[config.mk]
export PLATFORM = sky130hd
export DESIGN_NAME = rdiv_core
export DESIGN_NICKNAME = d
export VERILOG_FILES = /design/src/rtl/rdiv_pkg.sv /design/src/rtl/rdiv_operand_prep.sv /design/src/rtl/rdiv_step.sv /design/src/rtl/rdiv_sign_fix.sv /design/src/rtl/rdiv_core.sv
export SDC_FILE = /design/constraint.sdc
export NUM_CORES = 1
export LEC_CHECK = 0
export BUFFER_PORTS_ARGS = -buffer_cell sky130_fd_sc_hd__buf_2
export CORE_MARGIN = 1.5
export CORE_UTILIZATION = 25
export DETAILED_ROUTE_END_ITERATION = 6
export PLACE_DENSITY = 0.49
export SKIP_CTS_REPAIR_TIMING = 1
export SLEW_MARGIN = 20
export SYNTH_ARGS = -nofsm -noshare
export SYNTH_HDL_FRONTEND = slang
export SYNTH_SLANG_ARGS = --single-unit
export TNS_END_PERCENT = 20
[constraint.sdc]
create_clock -name clk -period 4.1 [get_ports clk]
set_clock_uncertainty 0.15 [all_clocks]
set_input_delay 0.82 -clock clk [delete_from_list [all_inputs] [get_ports clk]]
set_output_delay 0.82 -clock clk [all_outputs]
set_load 0.01 [all_outputs]
[src/rtl/rdiv_pkg.sv]
package rdiv_pkg;

    typedef enum logic [1:0] {
        ST_IDLE = 2'd0,
        ST_ITER = 2'd1,
        ST_FIN  = 2'd2
    } rdiv_state_e;

endpackage

[src/rtl/rdiv_operand_prep.sv]
module rdiv_operand_prep #(
    parameter int DATA_W = 32
) (
    input  logic              sgn_mode,
    input  logic [DATA_W-1:0] dvd_in,
    input  logic [DATA_W-1:0] dvs_in,
    output logic [DATA_W-1:0] dvd_mag,
    output logic [DATA_W-1:0] dvs_mag,
    output logic              dvd_neg,
    output logic              dvs_neg
);

    always_comb begin
        dvd_neg = sgn_mode & dvd_in[DATA_W-1];
        dvs_neg = sgn_mode & dvs_in[DATA_W-1];
        dvd_mag = dvd_neg ? (~dvd_in + 1'b1) : dvd_in;
        dvs_mag = dvs_neg ? (~dvs_in + 1'b1) : dvs_in;
    end

endmodule

[src/rtl/rdiv_step.sv]
module rdiv_step #(
    parameter int DATA_W = 32,
    localparam int ACC_W = 2 * DATA_W + 1
) (
    input  logic [ACC_W-1:0]  acc_in,
    input  logic [DATA_W-1:0] dvs,
    output logic [ACC_W-1:0]  acc_out,
    output logic              qbit
);

    logic [DATA_W:0]   upper;
    logic [DATA_W+1:0] trial;
    logic [DATA_W-1:0] kept;

    always_comb begin
        upper = acc_in[ACC_W-1:DATA_W];
        trial = {1'b0, upper} - {2'b00, dvs};
        qbit  = ~trial[DATA_W+1];
        // a failed trial keeps the old upper part, so no add-back is needed
        kept  = qbit ? trial[DATA_W-1:0] : upper[DATA_W-1:0];
        acc_out = {kept, acc_in[DATA_W-1:0], qbit};
    end

endmodule

[src/rtl/rdiv_sign_fix.sv]
module rdiv_sign_fix #(
    parameter int DATA_W = 32
) (
    input  logic [DATA_W-1:0] q_mag,
    input  logic [DATA_W-1:0] r_mag,
    input  logic              sgn_mode,
    input  logic              dvd_neg,
    input  logic              dvs_neg,
    input  logic              zero_dvs,
    input  logic [DATA_W-1:0] dvd_orig,
    output logic [DATA_W-1:0] q_out,
    output logic [DATA_W-1:0] r_out
);

    logic flip_q;
    logic flip_r;

    always_comb begin
        flip_q = sgn_mode & (dvd_neg ^ dvs_neg);
        flip_r = sgn_mode & dvd_neg;
        if (zero_dvs) begin
            q_out = '1;
            r_out = dvd_orig;
        end else begin
            q_out = flip_q ? (~q_mag + 1'b1) : q_mag;
            r_out = flip_r ? (~r_mag + 1'b1) : r_mag;
        end
    end

endmodule

[src/rtl/rdiv_core.sv]
module rdiv_core #(
    parameter int DATA_W = 32
) (
    input  logic              clk,
    input  logic              rst_n,
    input  logic              start,
    input  logic              sgn_mode,
    input  logic [DATA_W-1:0] dividend,
    input  logic [DATA_W-1:0] divisor,
    output logic              busy,
    output logic              done,
    output logic [DATA_W-1:0] quotient,
    output logic [DATA_W-1:0] remainder,
    output logic              div_zero
);
    import rdiv_pkg::*;

    localparam int ACC_W = 2 * DATA_W + 1;
    localparam int CNT_W = $clog2(DATA_W + 1);
    localparam logic [CNT_W-1:0] LAST_STEP = CNT_W'(DATA_W - 1);

    typedef struct packed {
        rdiv_state_e       state;
        logic [ACC_W-1:0]  acc;
        logic [DATA_W-1:0] dvs;
        logic [DATA_W-1:0] dvd;
        logic [CNT_W-1:0]  cnt;
        logic              sgn;
        logic              dvd_neg;
        logic              dvs_neg;
        logic [DATA_W-1:0] quot;
        logic [DATA_W-1:0] rem;
        logic              dz;
        logic              done;
    } rdiv_regs_t;

    rdiv_regs_t r_q, r_d;

    logic [DATA_W-1:0] in_dvd_mag, in_dvs_mag;
    logic              in_dvd_neg, in_dvs_neg;
    logic [ACC_W-1:0]  step_acc;
    logic              step_qbit;
    logic [DATA_W-1:0] fix_q, fix_r;
    logic              zero_dvs;

    rdiv_operand_prep #(.DATA_W(DATA_W)) u_prep (
        .sgn_mode (sgn_mode),
        .dvd_in   (dividend),
        .dvs_in   (divisor),
        .dvd_mag  (in_dvd_mag),
        .dvs_mag  (in_dvs_mag),
        .dvd_neg  (in_dvd_neg),
        .dvs_neg  (in_dvs_neg)
    );

    rdiv_step #(.DATA_W(DATA_W)) u_step (
        .acc_in  (r_q.acc),
        .dvs     (r_q.dvs),
        .acc_out (step_acc),
        .qbit    (step_qbit)
    );

    assign zero_dvs = (r_q.dvs == '0);

    rdiv_sign_fix #(.DATA_W(DATA_W)) u_fix (
        .q_mag    (r_q.acc[DATA_W-1:0]),
        .r_mag    (r_q.acc[ACC_W-1:DATA_W+1]),
        .sgn_mode (r_q.sgn),
        .dvd_neg  (r_q.dvd_neg),
        .dvs_neg  (r_q.dvs_neg),
        .zero_dvs (zero_dvs),
        .dvd_orig (r_q.dvd),
        .q_out    (fix_q),
        .r_out    (fix_r)
    );

    always_comb begin
        r_d      = r_q;
        r_d.done = 1'b0;
        unique case (r_q.state)
            ST_IDLE: begin
                if (start) begin
                    r_d.state   = ST_ITER;
                    // clear upper part, load magnitude, pre-shift by one
                    r_d.acc     = {{DATA_W{1'b0}}, in_dvd_mag, 1'b0};
                    r_d.dvs     = in_dvs_mag;
                    r_d.dvd     = dividend;
                    r_d.sgn     = sgn_mode;
                    r_d.dvd_neg = in_dvd_neg;
                    r_d.dvs_neg = in_dvs_neg;
                    r_d.cnt     = '0;
                end
            end
            ST_ITER: begin
                r_d.acc = step_acc;
                r_d.cnt = r_q.cnt + 1'b1;
                if (r_q.cnt == LAST_STEP) begin
                    r_d.state = ST_FIN;
                end
            end
            ST_FIN: begin
                r_d.quot  = fix_q;
                r_d.rem   = fix_r;
                r_d.dz    = zero_dvs;
                r_d.done  = 1'b1;
                r_d.state = ST_IDLE;
            end
            default: r_d.state = ST_IDLE;
        endcase
    end

    always_ff @(posedge clk or negedge rst_n) begin
        if (!rst_n) begin
            r_q <= '0;
        end else begin
            r_q <= r_d;
        end
    end

    assign busy      = (r_q.state != ST_IDLE);
    assign done      = r_q.done;
    assign quotient  = r_q.quot;
    assign remainder = r_q.rem;
    assign div_zero  = r_q.dz;

    // ---------------- assertions ----------------
    logic [CNT_W:0] lat_cnt;
    always_ff @(posedge clk or negedge rst_n) begin
        if (!rst_n)                           lat_cnt <= '0;
        else if (r_q.state == ST_IDLE && start) lat_cnt <= '0;
        else if (busy)                        lat_cnt <= lat_cnt + 1'b1;
    end

    assert_done_pulse_R3: assert property (@(posedge clk) disable iff (!rst_n)
        done |=> !done);

    assert_done_after_busy_R3: assert property (@(posedge clk) disable iff (!rst_n)
        done |-> (!busy && $past(busy)));

    assert_latency_R3: assert property (@(posedge clk) disable iff (!rst_n)
        done |-> (lat_cnt == (CNT_W + 1)'(DATA_W + 1)));

    assert_ignore_start_R2: assert property (@(posedge clk) disable iff (!rst_n)
        busy |=> ($stable(r_q.dvs) && $stable(r_q.dvd) && $stable(r_q.sgn)));

    assert_urem_below_R4: assert property (@(posedge clk) disable iff (!rst_n)
        (done && !div_zero && !r_q.sgn) |-> (remainder < r_q.dvs));

    assert_srem_sign_R6: assert property (@(posedge clk) disable iff (!rst_n)
        (done && !div_zero && r_q.sgn && remainder != '0)
            |-> (remainder[DATA_W-1] == r_q.dvd[DATA_W-1]));

    assert_zero_div_R7: assert property (@(posedge clk) disable iff (!rst_n)
        (done && div_zero) |-> (quotient == '1 && remainder == r_q.dvd));

    assert_hold_R10: assert property (@(posedge clk) disable iff (!rst_n)
        !done |-> ($stable(quotient) && $stable(remainder) && $stable(div_zero)));

endmodule

==> Yosys cells after proc, flatten, opt, wreduce, memory -nomap -nowiden <==
Cells that the tools add are included.
{ "op_classes": {"bitwise_logic": 10, "n_eq_ne": 5, "addsub": 6, "n_reduce_logical": 7, "muxes": 13} }
{ "op_table": {"columns": ["operator", "count"], "rows": [
  ["$mux 32", 7],
  ["$mux 140", 1],
  ["$pmux 65 s2", 1],
  ["$add 32x1->32 const B", 4],
  ["$not 32->32", 4],
  ["$sub 33x32->34", 1],
  ["$logic_not 32->1", 1],
  ["$pmux 6 s2", 1],
  ["$add 6x1->6 const B", 1],
  ["$eq 6x5->1 const B", 1],
  ["$reduce_and 2->1", 3],
  ["$and 1x1->1", 4],
  ["$ne 2x2->1 const B", 2],
  ["$pmux 2 s2", 1],
  ["$reduce_bool 2->1", 2],
  ["$eq 2x1->1 const B", 1],
  ["$eq 2x2->1 const B", 1],
  ["$logic_not 2->1", 1],
  ["$mux 2", 1],
  ["$mux 1", 1],
  ["$not 1->1", 1],
  ["$xor 1x1->1", 1]
]} }
{ "word_totals": {"regBits": 206, "out_inout_bits": 67} }

==> Depth between registers and ports, before layout <==
Gate-level depths: netlist (run 1).
{ "logic_depth": {"depth_word": 5, "mapped_depth": 13} }

==> Modules after synthesis <==
A second synthesis (run 1) with hierarchy kept.
{ "hier_totals": {"cells_unflattened": 1872, "hier_area_um2": 14629.0} }
{ "by_module_without_submodules": {"columns": ["module", "seq_area_each_um2", "area_each_um2", "cells_each", "n_inst"], "rows": [
  ["rdiv_core", 5154.9, 8550.7, 955, 1],
  ["rdiv_step", 0.0, 2677.6, 406, 1],
  ["rdiv_sign_fix", 0.0, 2058.2, 312, 1],
  ["rdiv_operand_prep", 0.0, 1342.5, 199, 1]
]} }

==> Least setup slack after synthesis (run 1) <==
OpenSTA, ideal clock, no wires.
{ "synth_path": {"kind": "in2reg", "start": "input divisor[4]", "end": "register r_q[136] (netlist bit)", "slack_ps": 778, "t_required_ps": 3817, "setup_time_ps": 133, "t_arrival_ps": 3038, "stages": 9, "path_cell_list": "or4_1 -> nor3_2 -> and3_1 -> nand2_1 -> or4_1 -> nor4_1 -> a21oi_1 -> xnor2_1 -> o21ai_0"} }
{ "synth_via": {"elab_chain_len": 3} }
{ "synth_rtl": {"columns": ["element", "line_no", "text"], "rows": [
  ["start: declaration", "rdiv_core.sv:9", "input logic [DATA_W-1:0] divisor,"],
  ["$not 32->32", "rdiv_operand_prep.sv:17", "dvs_mag = dvs_neg ? (~dvs_in + 1'b1) : dvs_in;"],
  ["$add 32x1->32", "rdiv_operand_prep.sv:17", null],
  ["$mux 32", "rdiv_operand_prep.sv:17", null],
  ["end signal: assignment", "rdiv_core.sv:116", "r_q <= r_d;"],
  ["end: declaration", "rdiv_core.sv:37", "rdiv_regs_t r_q, r_d;"]
]} }
No other way between the ends.
A chain may end at the register's enable or synchronous reset.

==> Worst setup path after layout (run 1) <==
{ "layout_path": {"start": "register r_q[172] (netlist bit)", "end": "register r_q[187] (netlist bit)"} }
{ "layout_via": {"elab_chain_len": 3} }
{ "layout_rtl": {"columns": ["element", "line_no", "text"], "rows": [
  ["$sub 33x32->34", "rdiv_step.sv:17", "trial = {1'b0, upper} - {2'b00, dvs};"],
  ["$mux 32", "rdiv_step.sv:20", "kept = qbit ? trial[DATA_W-1:0] : upper[DATA_W-1:0];"],
  ["$pmux 65 s2", "rdiv_core.sv:80", "unique case (r_q.state)"]
]} }
No other way between the ends.

==> results of run 1 <==
-- critical path: stages, from the launching register on --
cell and delay (ns):
dfrtp_1 0.51, ha_1 0.29, nor2b_1 0.14, o31a_1 0.28, o31ai_1 0.50, a21oi_1 0.19
o21a_1 0.25, o31ai_1 0.24, buf_4 0.18, and2_1 0.15, buf_4 0.17, nor3_1 0.06
a311o_1 0.34
-- layout by cell type (no fill, tap or decap), types with 7 or more instances in the layout --
master     netlist  layout
a211oi_1         7       7
a21o_1          19      19
a21oi_1        123     123
a221o_1          7       7
a22oi_1         29      29
a31oi_1         10      10
a32oi_1          9       9
and2_1          10      10
and3_1          18      18
buf_2            3     133
buf_4           64      26
clkbuf_1        74       7
clkbuf_16        0      27
dfrtp_1        206     206
ha_1            37      37
inv_1           56      56
mux2i_1         17      17
nand2_1        245     244
nand3_1         22      22
nor2_1         120     117
nor3_1          24      24
nor4_1          24      24
o21ai_0        175     175
o21ai_1          9       9
o31ai_1         22      22
o41ai_1          9       9
or3_1           11      11
or4_1           11      11
xnor2_1         75      75
xor2_1          63      63
-- layout make-up --
cell class,count,area (um^2)
inverters,56,210
well taps,680,851
clock buffers,39,771
diodes,3,7.51
fillers,5546,36400
flip-flops and latches,206,5150
repair buffers,161,895
multi-input cells,1162,6930
clock inverters,9,188
-- sequential cells by signal, summed over array words and instances (netlist names) --
name,flops
div_zero,1
remainder,32
quotient,32
done,1
r_q,140
-- per-layer routing --
metal / global-route usage / vias up
li1: - / 5536
met1: 0.208 / 5380
met2: 0.238 / 265
met3: 0.0197 / 45
met4: 0.0280 / 0
met5: 0 / -
-- metrics by stage --
step	utilization	power (W)	hold slack (ns)	setup slack [ns]
6_report	0.292	0.0109	0.160	0.528
3_5_place_dp	0.273	0.00835	0.305	0.299
4_1_cts	0.292	0.0110	0.194	0.503
2_1_floorplan	-	0.00685	0.287	0.778
5_1_grt	0.292	0.0118	0.220	0.220
3_3_place_gp	0.273	0.00829	0.301	0.376
-- cells by family after synthesis --
kind of cell / count (synthesis) / share of synthesized area
mux: 19 / 0.0148
fa+ha+maj: 38 / 0.0370
buf+inv: 202 / 0.0768
simple gates: 512 / 0.176
flops: 206 / 0.395
compound gates: 455 / 0.208
xor+xnor: 138 / 0.0926
-- worst paths after layout --
path | start | end
hold / removal | rst_n | quotient[22]
setup / recovery | r_q[172] | r_q[187]
hold reg to reg | div_zero | div_zero
max in group asynchronous | rst_n | remainder[0]
setup reg to reg | r_q[172] | r_q[187]
min in group clk | div_zero | div_zero
-- power by group through the flow --
stage	Combinational, W	Clock, W	Sequential (W)
after floorplan	0.00372	0	0.00313
after global placement	0.00485	0	0.00344
after detailed placement	0.00490	0	0.00345
after CTS	0.00493	0.00261	0.00342
after global routing	0.00557	0.00270	0.00353
final	0.00491	0.00254	0.00344
==> results.md, run 1 <==
* Die Wd at around 230 um
* Largest net degree at the start of global routing at 92
* Worst-Skew Late Latency at roughly 0.57 ns
* Yosys cell types at between 60 and 70
* Switch Pwr at 0.00457 W
* Die height at approximately 230 um
* GRT Total Usage at 0.147
* Synth top cells by count: 245 x nand2_1, 206 x dfrtp_1, 175 x o21ai_0
* Hold WC Path Type: in -> async
* Detailed-route via count at 11.2k
* Worst slew margin at 0.413
* Pre-Repair DR Iteration Count at 5
* Synthesized area per cell at 8.31 um^2
* Critical Path RT at between 4 and 5 ns
* Routability cong. at 0.843
* Uppermost layer routed: met4
* Synth Register Bits at a little over 200
* Fin cells at ~2.3k
* CTS buffer count at 27
* Ratio of cells with drive above 1 in the final layout at 0.133
* Worst-path clk slew at approximately 0.06 ns
* CP endpoint kind: register
* HPWL after DPL at 30,200 um
* Final hold vios at 0
* PD cells at 726 nW/um^2
* CTS sink count at slightly above 200
* Placed insts at between 2k and 2.5k
* Fin. max-slew vios at 0
* Nets at roughly 1.7k
* Maximum clock rate at approximately 280 MHz
* Reg2Reg Depth at 12
* Comb power frac at 0.450
* WP data arrival at ~3.9 ns
* Switch share at 0.419
* DRT antenna net count at 0
* Drt drc at 0
* Syn Inst Count at between 1.5k and 2k
* VDD IR-drop max at 0.000427 V
* CTS tree: built
* Core area at 51,400 um^2
* Wl on met1 at approximately 19,000 um
* Leading area contributor after synthesis: dfrtp_1
* Num ports at about 140
* Setup TNS at 0 ns
* Fraction of power consumed by sequential logic at 0.316
* Max_cap viols at 0
* Yosys Warn Count at 0
* Die ar. at about 54,000 um^2
* Congestion Overflow GR at 0
* Post-synth ARST share at 1.00
* Leak pwr at 6.53 nW
* Site Rows at between 80 and 90
* Internal at around 0.0063 W
* Clock power share at 0.234
* Synthesized area at around 13,000 um^2
* H-tree depth at 1
* Seq/Total Area, Yosys at 0.395
* Design area at around 15,000 um^2
* Routed vias/inst at around 4.8
* Crit path max fanout at 10
* Top post-synthesis cells by area: dfrtp_1 39%, nand2_1 7.0%, o21ai_0 6.7%
* R2r setup slk at around 0.53 ns
* Startpoint types: register
* Post-synth EDFFs at 0
* Setup violators final at 0
* Synth Net Count at 1,676
* Port Buffers at ~130
* Synthesis-to-layout area growth at 15.0%
* Yosys top cell area share at 0.395
* Clock Path Buffers at 3
* Wire per inst at between 15 and 20 um
* Worst slew pin tran at 0.879 ns
* Vias in the first global route at roughly 11k
* CP Class: reg -> reg
* WL met3 at roughly 1900 um
* Starting density of the core at 0.254
* RSZ-0062 raised after global routing: false
* Minimum clock period at around 3.6 ns
* CTS Root Cell: clkbuf_16
* Status: finished clean
* DRT Wirelength at approximately 40,000 um
* Initial drt markers at around 860
* Met2 WL at between 15,000 and 20,000 um
* Main flop type after synthesis: dfrtp_1
* First-pass GRT wire length at between 60,000 and 70,000 um
* DP Area at 14,000 um^2
* Tcrit/Tclk final at 0.871
* Most numerous cell in the Yosys netlist: nand2_1
* Antenna violations before repair at 0
No activity file was read; power rests on OpenSTA's default activity.
==> run 2, diff against run 1 <==
SYNTH_HIERARCHICAL = 1   (was default)
==> results.md, run 2 <==
* Synth Net Count at 1,978 (+18%)
* Syn Inst Count at 1,872 (+19%)
* Post-synth EDFFs at 0 (unchanged)
* DRT Wirelength at 42,100 um (+5.9%)
* Nets at 1,968 (+14%)
* Most frequent cells in the layout: 629 x nand2_1, 206 x dfrtp_1, 133 x buf_2, 87 x o21ai_0, 68 x xor2_1
* Most numerous cell in the Yosys netlist: nand2_1
* CTS Root Cell: clkbuf_16
* DRT antenna net count at 0 (unchanged)
* Ratio of cells with drive above 1 in the final layout at 0.137 (+0.00367)
* Vias in the first global route at 12.2k (+14%)
* Yosys cell types at 82 (+30%)
* Antenna violations before repair at 0 (unchanged)
* Clock power share at 0.188 (-0.046)
* Yosys top cell area share at 0.352 (-0.0426)
* CP Class: reg -> reg
* Leading area contributor after synthesis: dfrtp_1
* Commonest non-fill, non-tap cell in the layout: nand2_1
* Seq/Total Area, Yosys at 0.352 (-0.0426)
* Post-layout util at 0.279 (-0.0133)
* Switch Pwr at 0.00551 W (+21%)
* Switch share at 0.449 (+0.0301)
* H-tree depth at 1 (unchanged)
* Tcrit/Tclk final at 0.755 (-0.116)
* Starting density of the core at 0.253 (-0.000815)
* Crit path top cell by count: nand2_1
* Synthesis-to-layout area growth at 10.1%
* Die Wd at 245 um (+5.8%)
* Wire per inst at 15.9 um (-7.5%)
* Synth top cells by count: 629 x nand2_1, 206 x dfrtp_1, 101 x buf_4
* Largest net degree at the start of global routing at 89 (-3.3%)
* PD cells at 762 nW/um^2 (+4.9%)
* Final hold vios at 0 (unchanged)
* Leak pwr at 7.24 nW (+11%)
* Critical Path RT at 4.40 ns (+0.02 ns)
* CTS tree: built
* GRT Total Usage at 0.141 (-0.00551)
* Fin. max-slew vios at 0 (unchanged)
* Post-synth ARST share at 1.00 (unchanged)
* Top post-synthesis cells by area: dfrtp_1 35%, nand2_1 16%, buf_4 5.2%
* Status: finished clean
* Placed insts at 2,598 (+15%)
* Num ports at 135 (unchanged)
* Worst path slowest cell: dfrtp_1
* Main flop type after synthesis: dfrtp_1
* Drt drc at 0 (unchanged)
* Die height at 245 um (+5.8%)
* Core area at 57,800 um^2 (+12%)
* First-pass GRT wire length at 68,900 um (+10%)
* Crit path max fanout at 50 (+40)
* Worst slew pin tran at 0.899 ns (+0.0200 ns)
* Congestion Overflow GR at 0 (unchanged)
* Largest register by flop count: r_q
* Critical-path cell list: ha_1 -> a21oi_1 -> o21ai_0 -> a21oi_2 -> a311oi_2 -> nor3_4 -> buf_4 -> mux2_2 -> nand2_1 -> nand2_1
* Initial drt markers at 804 (-6.3%)
* Setup violators final at 0 (unchanged)
* Synth Register Bits at 206 (unchanged)
* Pre-Repair DR Iteration Count at 5 (unchanged)
* Synthesized area per cell at 7.81 um^2 (-6.0%)
* Pwr Total at 0.0123 W (+13%)
* Maximum clock rate at 323 MHz (+15%)
* Setup TNS at 0 ns (unchanged)
* Routed vias/inst at 4.62 (-4.7%)
* Yosys Warn Count at 6 (+6)
* Hold WC Path Type: in -> async
* Max_cap viols at 0 (unchanged)
* Port Buffers at 134 (unchanged)
* CP peak stage delay at 0.47 ns (-0.04 ns)
* Max reg flops at 140 (unchanged)
* Site Rows at 88 (+6.0%)
* VDD IR-drop max at 0.000280 V (-34%)
* Routability cong. at 0.844 (+0.15%)
* CTS buffer count at 27 (unchanged)
* RSZ-0062 raised after global routing: false
* Internal at 0.00675 W (+6.8%)
* Worst-path clk slew at 0.06 ns (about the same)
* WP data arrival at 3.39 ns (-0.46 ns)
* Comb power frac at 0.500 (+0.050)
* CP endpoint kind: register
* Startpoint types: register
* CTS sink count at 206 (unchanged)
* Clock Path Buffers at 3 (unchanged)
* Worst slew margin at 0.401 (-0.0127)
* Synthesized area at 14,600 um^2 (+12%)
* Detailed-route via count at 12.2k (+9.0%)
* Worst-Skew Late Latency at 0.57 ns (about the same)
* Fraction of power consumed by sequential logic at 0.312 (-0.004)
* HPWL after DPL at 31,500 um (+4.3%)
* Die ar. at 60,000 um^2 (+12%)
* Fin cells at 2,650 (+14%)
* Minimum clock period at 3.10 ns (-0.477 ns)
==> run 2: metal layers <==
layer  track usage  vias to the layer above  routed length [um]
met2         0.224                      240               18600
met4        0.0289                        0                 846
met1         0.204                     5720               21100
met5             0                        -                   0
met3        0.0165                       50                1610
li1              -                     6225                   -
==> run 2: area by class of cell <==
| type | instances | area [um^2] |
|---|---|---|
| repair buffers | 153 | 847 |
| fillers | 6364 | 41700 |
| clock inverters | 7 | 81.3 |
| inverters | 57 | 214 |
| multi-input cells | 1417 | 8070 |
| clock buffers | 42 | 772 |
| well taps | 765 | 957 |
| flip-flops and latches | 206 | 5150 |
| diodes | 3 | 7.51 |
==> run 2: final timing paths <==
kind | start | endpoint | slack, ns | cells after the start
setup / recovery | r_q[179] | r_q[173] | 1.00 | 10
hold / removal | rst_n | quotient[7] | 0.12 | 1
setup reg to reg | r_q[179] | r_q[173] | 1.00 | 10
hold reg to reg | quotient[25] | quotient[25] | 0.31 | 2
max in group asynchronous | rst_n | r_q[186] | 2.66 | 2
min in group clk | quotient[25] | quotient[25] | 0.31 | 2
==> run 2: worst max-delay path, delay by kind of cell (launching register included) <==
kind / cells / cell delay (ns)
multiplexers: 1 / 0.39
flip-flops: 1 / 0.47
AND/OR/NAND/NOR: 3 / 0.27
buffers and inverters: 1 / 0.41
adder cells (fa/ha/maj): 1 / 0.42
AO/OA/AOI/OAI: 4 / 0.87
==> run 2: cell families (layout without fill, tap and decap cells) <==
| family | Yosys count | in the layout | synth area share |
|---|---|---|---|
| compound gates | 318 | 318 | 0.149 |
| xor+xnor | 135 | 135 | 0.0808 |
| fa+ha+maj | 38 | 38 | 0.0330 |
| buf+inv | 249 | 259 | 0.0980 |
| flops | 206 | 206 | 0.352 |
| mux | 17 | 17 | 0.0133 |
| other cells | 0 | 3 | 0 |
| simple gates | 909 | 909 | 0.273 |
==> run 2: power by group through the flow <==
stage	clock network (W)	logic, W	registers [W]
after floorplan	0	0.00526	0.00351
after global placement	0	0.00610	0.00384
after detailed placement	0	0.00611	0.00387
after CTS	0.00239	0.00614	0.00384
after global routing	0.00246	0.00696	0.00399
final	0.00230	0.00613	0.00383
==> run 2: stage by stage <==
| step | hold WS [ns] | worst slack (ns) | instance area, um^2 |
|---|---|---|---|
| 2_1_floorplan | 0.289 | 1.11 | 14600 |
| 3_3_place_gp | 0.304 | 0.854 | 15200 |
| 3_5_place_dp | 0.308 | 0.880 | 15200 |
| 4_1_cts | 0.157 | 1.00 | 16100 |
| 5_1_grt | 0.171 | 0.757 | 16100 |
| 6_report | 0.119 | 1.00 | 16100 |
==> run 3, diff against run 2 <==
clock period = 3 ns   (was 4.1 ns; I/O delays follow)
==> results.md, run 3 (synthesis gave the netlist of run 2 again) <==
* Pre-Repair DR Iteration Count at 5 (unchanged)
* DP Area at 15,900 um^2 (+4.2%)
* Detailed-route via count at 12.6k (+3.3%)
* Port Buffers at 134 (unchanged)
* Commonest non-fill, non-tap cell in the layout: nand2_1
* Hold depth at 3
* DRT Wirelength at 43,800 um (+4.0%)
* H-tree depth at 1 (unchanged)
* WP data arrival at 3.24 ns (-0.15 ns)
* Fillcell total at 6,289 (-1.2%)
* CTS Root Cell: clkbuf_16
* Leak pwr at 7.70 nW (+6.4%)
* Crit path max fanout at 14 (-72%)
* Worst-path clk slew at 0.06 ns (about the same)
* Pwr Total at 0.0180 W (+46%)
* Worst-Skew Late Latency at 0.58 ns (about the same)
* CTS buffer count at 28 (+3.7%)
* Reg2Reg Depth at 11 (+1)
* Worst slew margin at 0.460 (+0.0589)
* RSZ-0062 raised after global routing: true
* Num ports at 135 (unchanged)
* Routed vias/inst at 4.64 (+0.41%)
* Design area at 16,900 um^2 (+4.8%)
* Site Rows at 88 (unchanged)
* CTS sink count at 206 (unchanged)
* Vias in the first global route at 12.3k (+0.66%)
* First-pass GRT wire length at 69,100 um (+0.32%)
* Hold WC Path Type: in -> reg
* Most frequent cells in the layout: 629 x nand2_1, 205 x dfrtp_1, 133 x buf_2, 89 x buf_4, 85 x o21ai_0
* Maximum clock rate at 348 MHz (+7.8%)
* Largest net degree at the start of global routing at 100 (+12%)
* Final hold vios at 0 (unchanged)
* Worst slew pin tran at 0.811 ns (-0.0884 ns)
* Critical Path RT at 3.36 ns (-1.04 ns)
* Congestion Overflow GR at 0 (unchanged)
* Area of the multi-input gates at 8090 um^2 (+0.28%)
* Tcrit/Tclk final at 0.957 (+0.202)
* CP endpoint kind: register
* Starting density of the core at 0.253 (unchanged)
* Setup violators final at 0 (unchanged)
* HPWL after DPL at 32,300 um (+2.6%)
* Clock Path Buffers at 3 (unchanged)
* DRT antenna net count at 0 (unchanged)
* PD cells at 1060 nW/um^2 (+40%)
* Die ar. at 60,000 um^2 (unchanged)
* CP Class: reg -> reg
* Wire per inst at 16.1 um (+1.1%)
* Status: finished clean
* Largest register by flop count: r_q
* Minimum clock period at 2.87 ns (-0.223 ns)
* Fin. max-slew vios at 0 (unchanged)
* Max_cap viols at 0 (unchanged)
* Drt drc at 0 (unchanged)
* Die Wd at 245 um (unchanged)
* CTS tree: built
* Final hold slack at 0.121 ns (+0.00179 ns)
* Die height at 245 um (unchanged)
* Nets at 2,049 (+4.1%)
* Ant. Diodes at 0 (-3)
* Core area at 57,800 um^2 (unchanged)
* Antenna violations before repair at 0 (unchanged)
* Storage element area at 5160 um^2 (about the same)
* Routability cong. at 0.856 (+1.4%)
* Synthesis-to-layout area growth at 15.4%
* VDD IR-drop max at 0.000488 V (+74%)
* Max reg flops at 140 (unchanged)
* GRT Total Usage at 0.143 (+0.00165)
* Ratio of cells with drive above 1 in the final layout at 0.178 (+0.0414)
* Startpoint types: register
* Initial drt markers at 1,032 (+28%)
[run 3: cell types whose count changed in the layout (fill, tap and decap cells not counted), sizes merged]
cell | before | now
inv | 59 | 61
buf | 152 | 230
clkinvlp | 1 | 0
dlygate4sd3 | 0 | 1
diode | 3 | 0
clkbuf | 43 | 39
clkinv | 3 | 6
[run 3: metrics by stage]
stage	setup TNS (ns)	setup WS, ns	cells	utilization
after CTS	0	0.115	2722	0.291
final	0	0.128	2726	0.292
after global routing	-0.389	-0.0631	2726	0.292
after floorplan	0	0.231	1872	-
after detailed placement	-0.0664	-0.0606	2674	0.275
after global placement	-0.0957	-0.0688	2674	0.275
[run 3: worst max-delay path, cell delays in order (launching register included)]
cell and delay, ns:
dfrtp_1 0.43, ha_1 0.43, a21oi_1 0.26, o21ai_0 0.13
a21oi_2 0.21, a311oi_2 0.15, nor3_4 0.33, inv_4 0.15
and4b_1 0.21, a211oi_2 0.21, nand2_1 0.07, nand2_1 0.08
[run 3: worst paths after layout]
kind / from / to / slack [ns]
setup / recovery: r_q[181] / r_q[203] / 0.13
hold / removal: dividend[14] / r_q[89] / 0.12
setup reg to reg: r_q[181] / r_q[203] / 0.13
hold reg to reg: quotient[23] / quotient[23] / 0.31
max in group asynchronous: rst_n / remainder[16] / 1.54
min in group asynchronous: rst_n / quotient[4] / 0.44
[run 3: cell type report]
cell class                 instances  area share
clock buffer                      37      0.0471
clock inverter                    11     0.00712
inverter                          57      0.0128
multi-input combinational       1417       0.479
sequential                       206       0.305
tap                              765      0.0567
timing repair buffer             233      0.0914
[run 3: power breakdown]
group	switching, W	internal (W)
combinational	0.00553	0.00414
sequential	0.00104	0.00391
clock	0.00138	0.00195
[run 3: per-layer routing]
| metal | vias to the layer above | routed length (um) | part of all wire | global-route usage |
|---|---|---|---|---|
| li1 | 6356 | - | - | - |
| met2 | 288 | 18800 | 0.43 | 0.221 |
| met1 | 5944 | 22300 | 0.51 | 0.211 |
| met5 | - | 0 | 0 | 0 |
| met4 | 0 | 950 | 0.022 | 0.0332 |
| met3 | 50 | 1740 | 0.040 | 0.0161 |
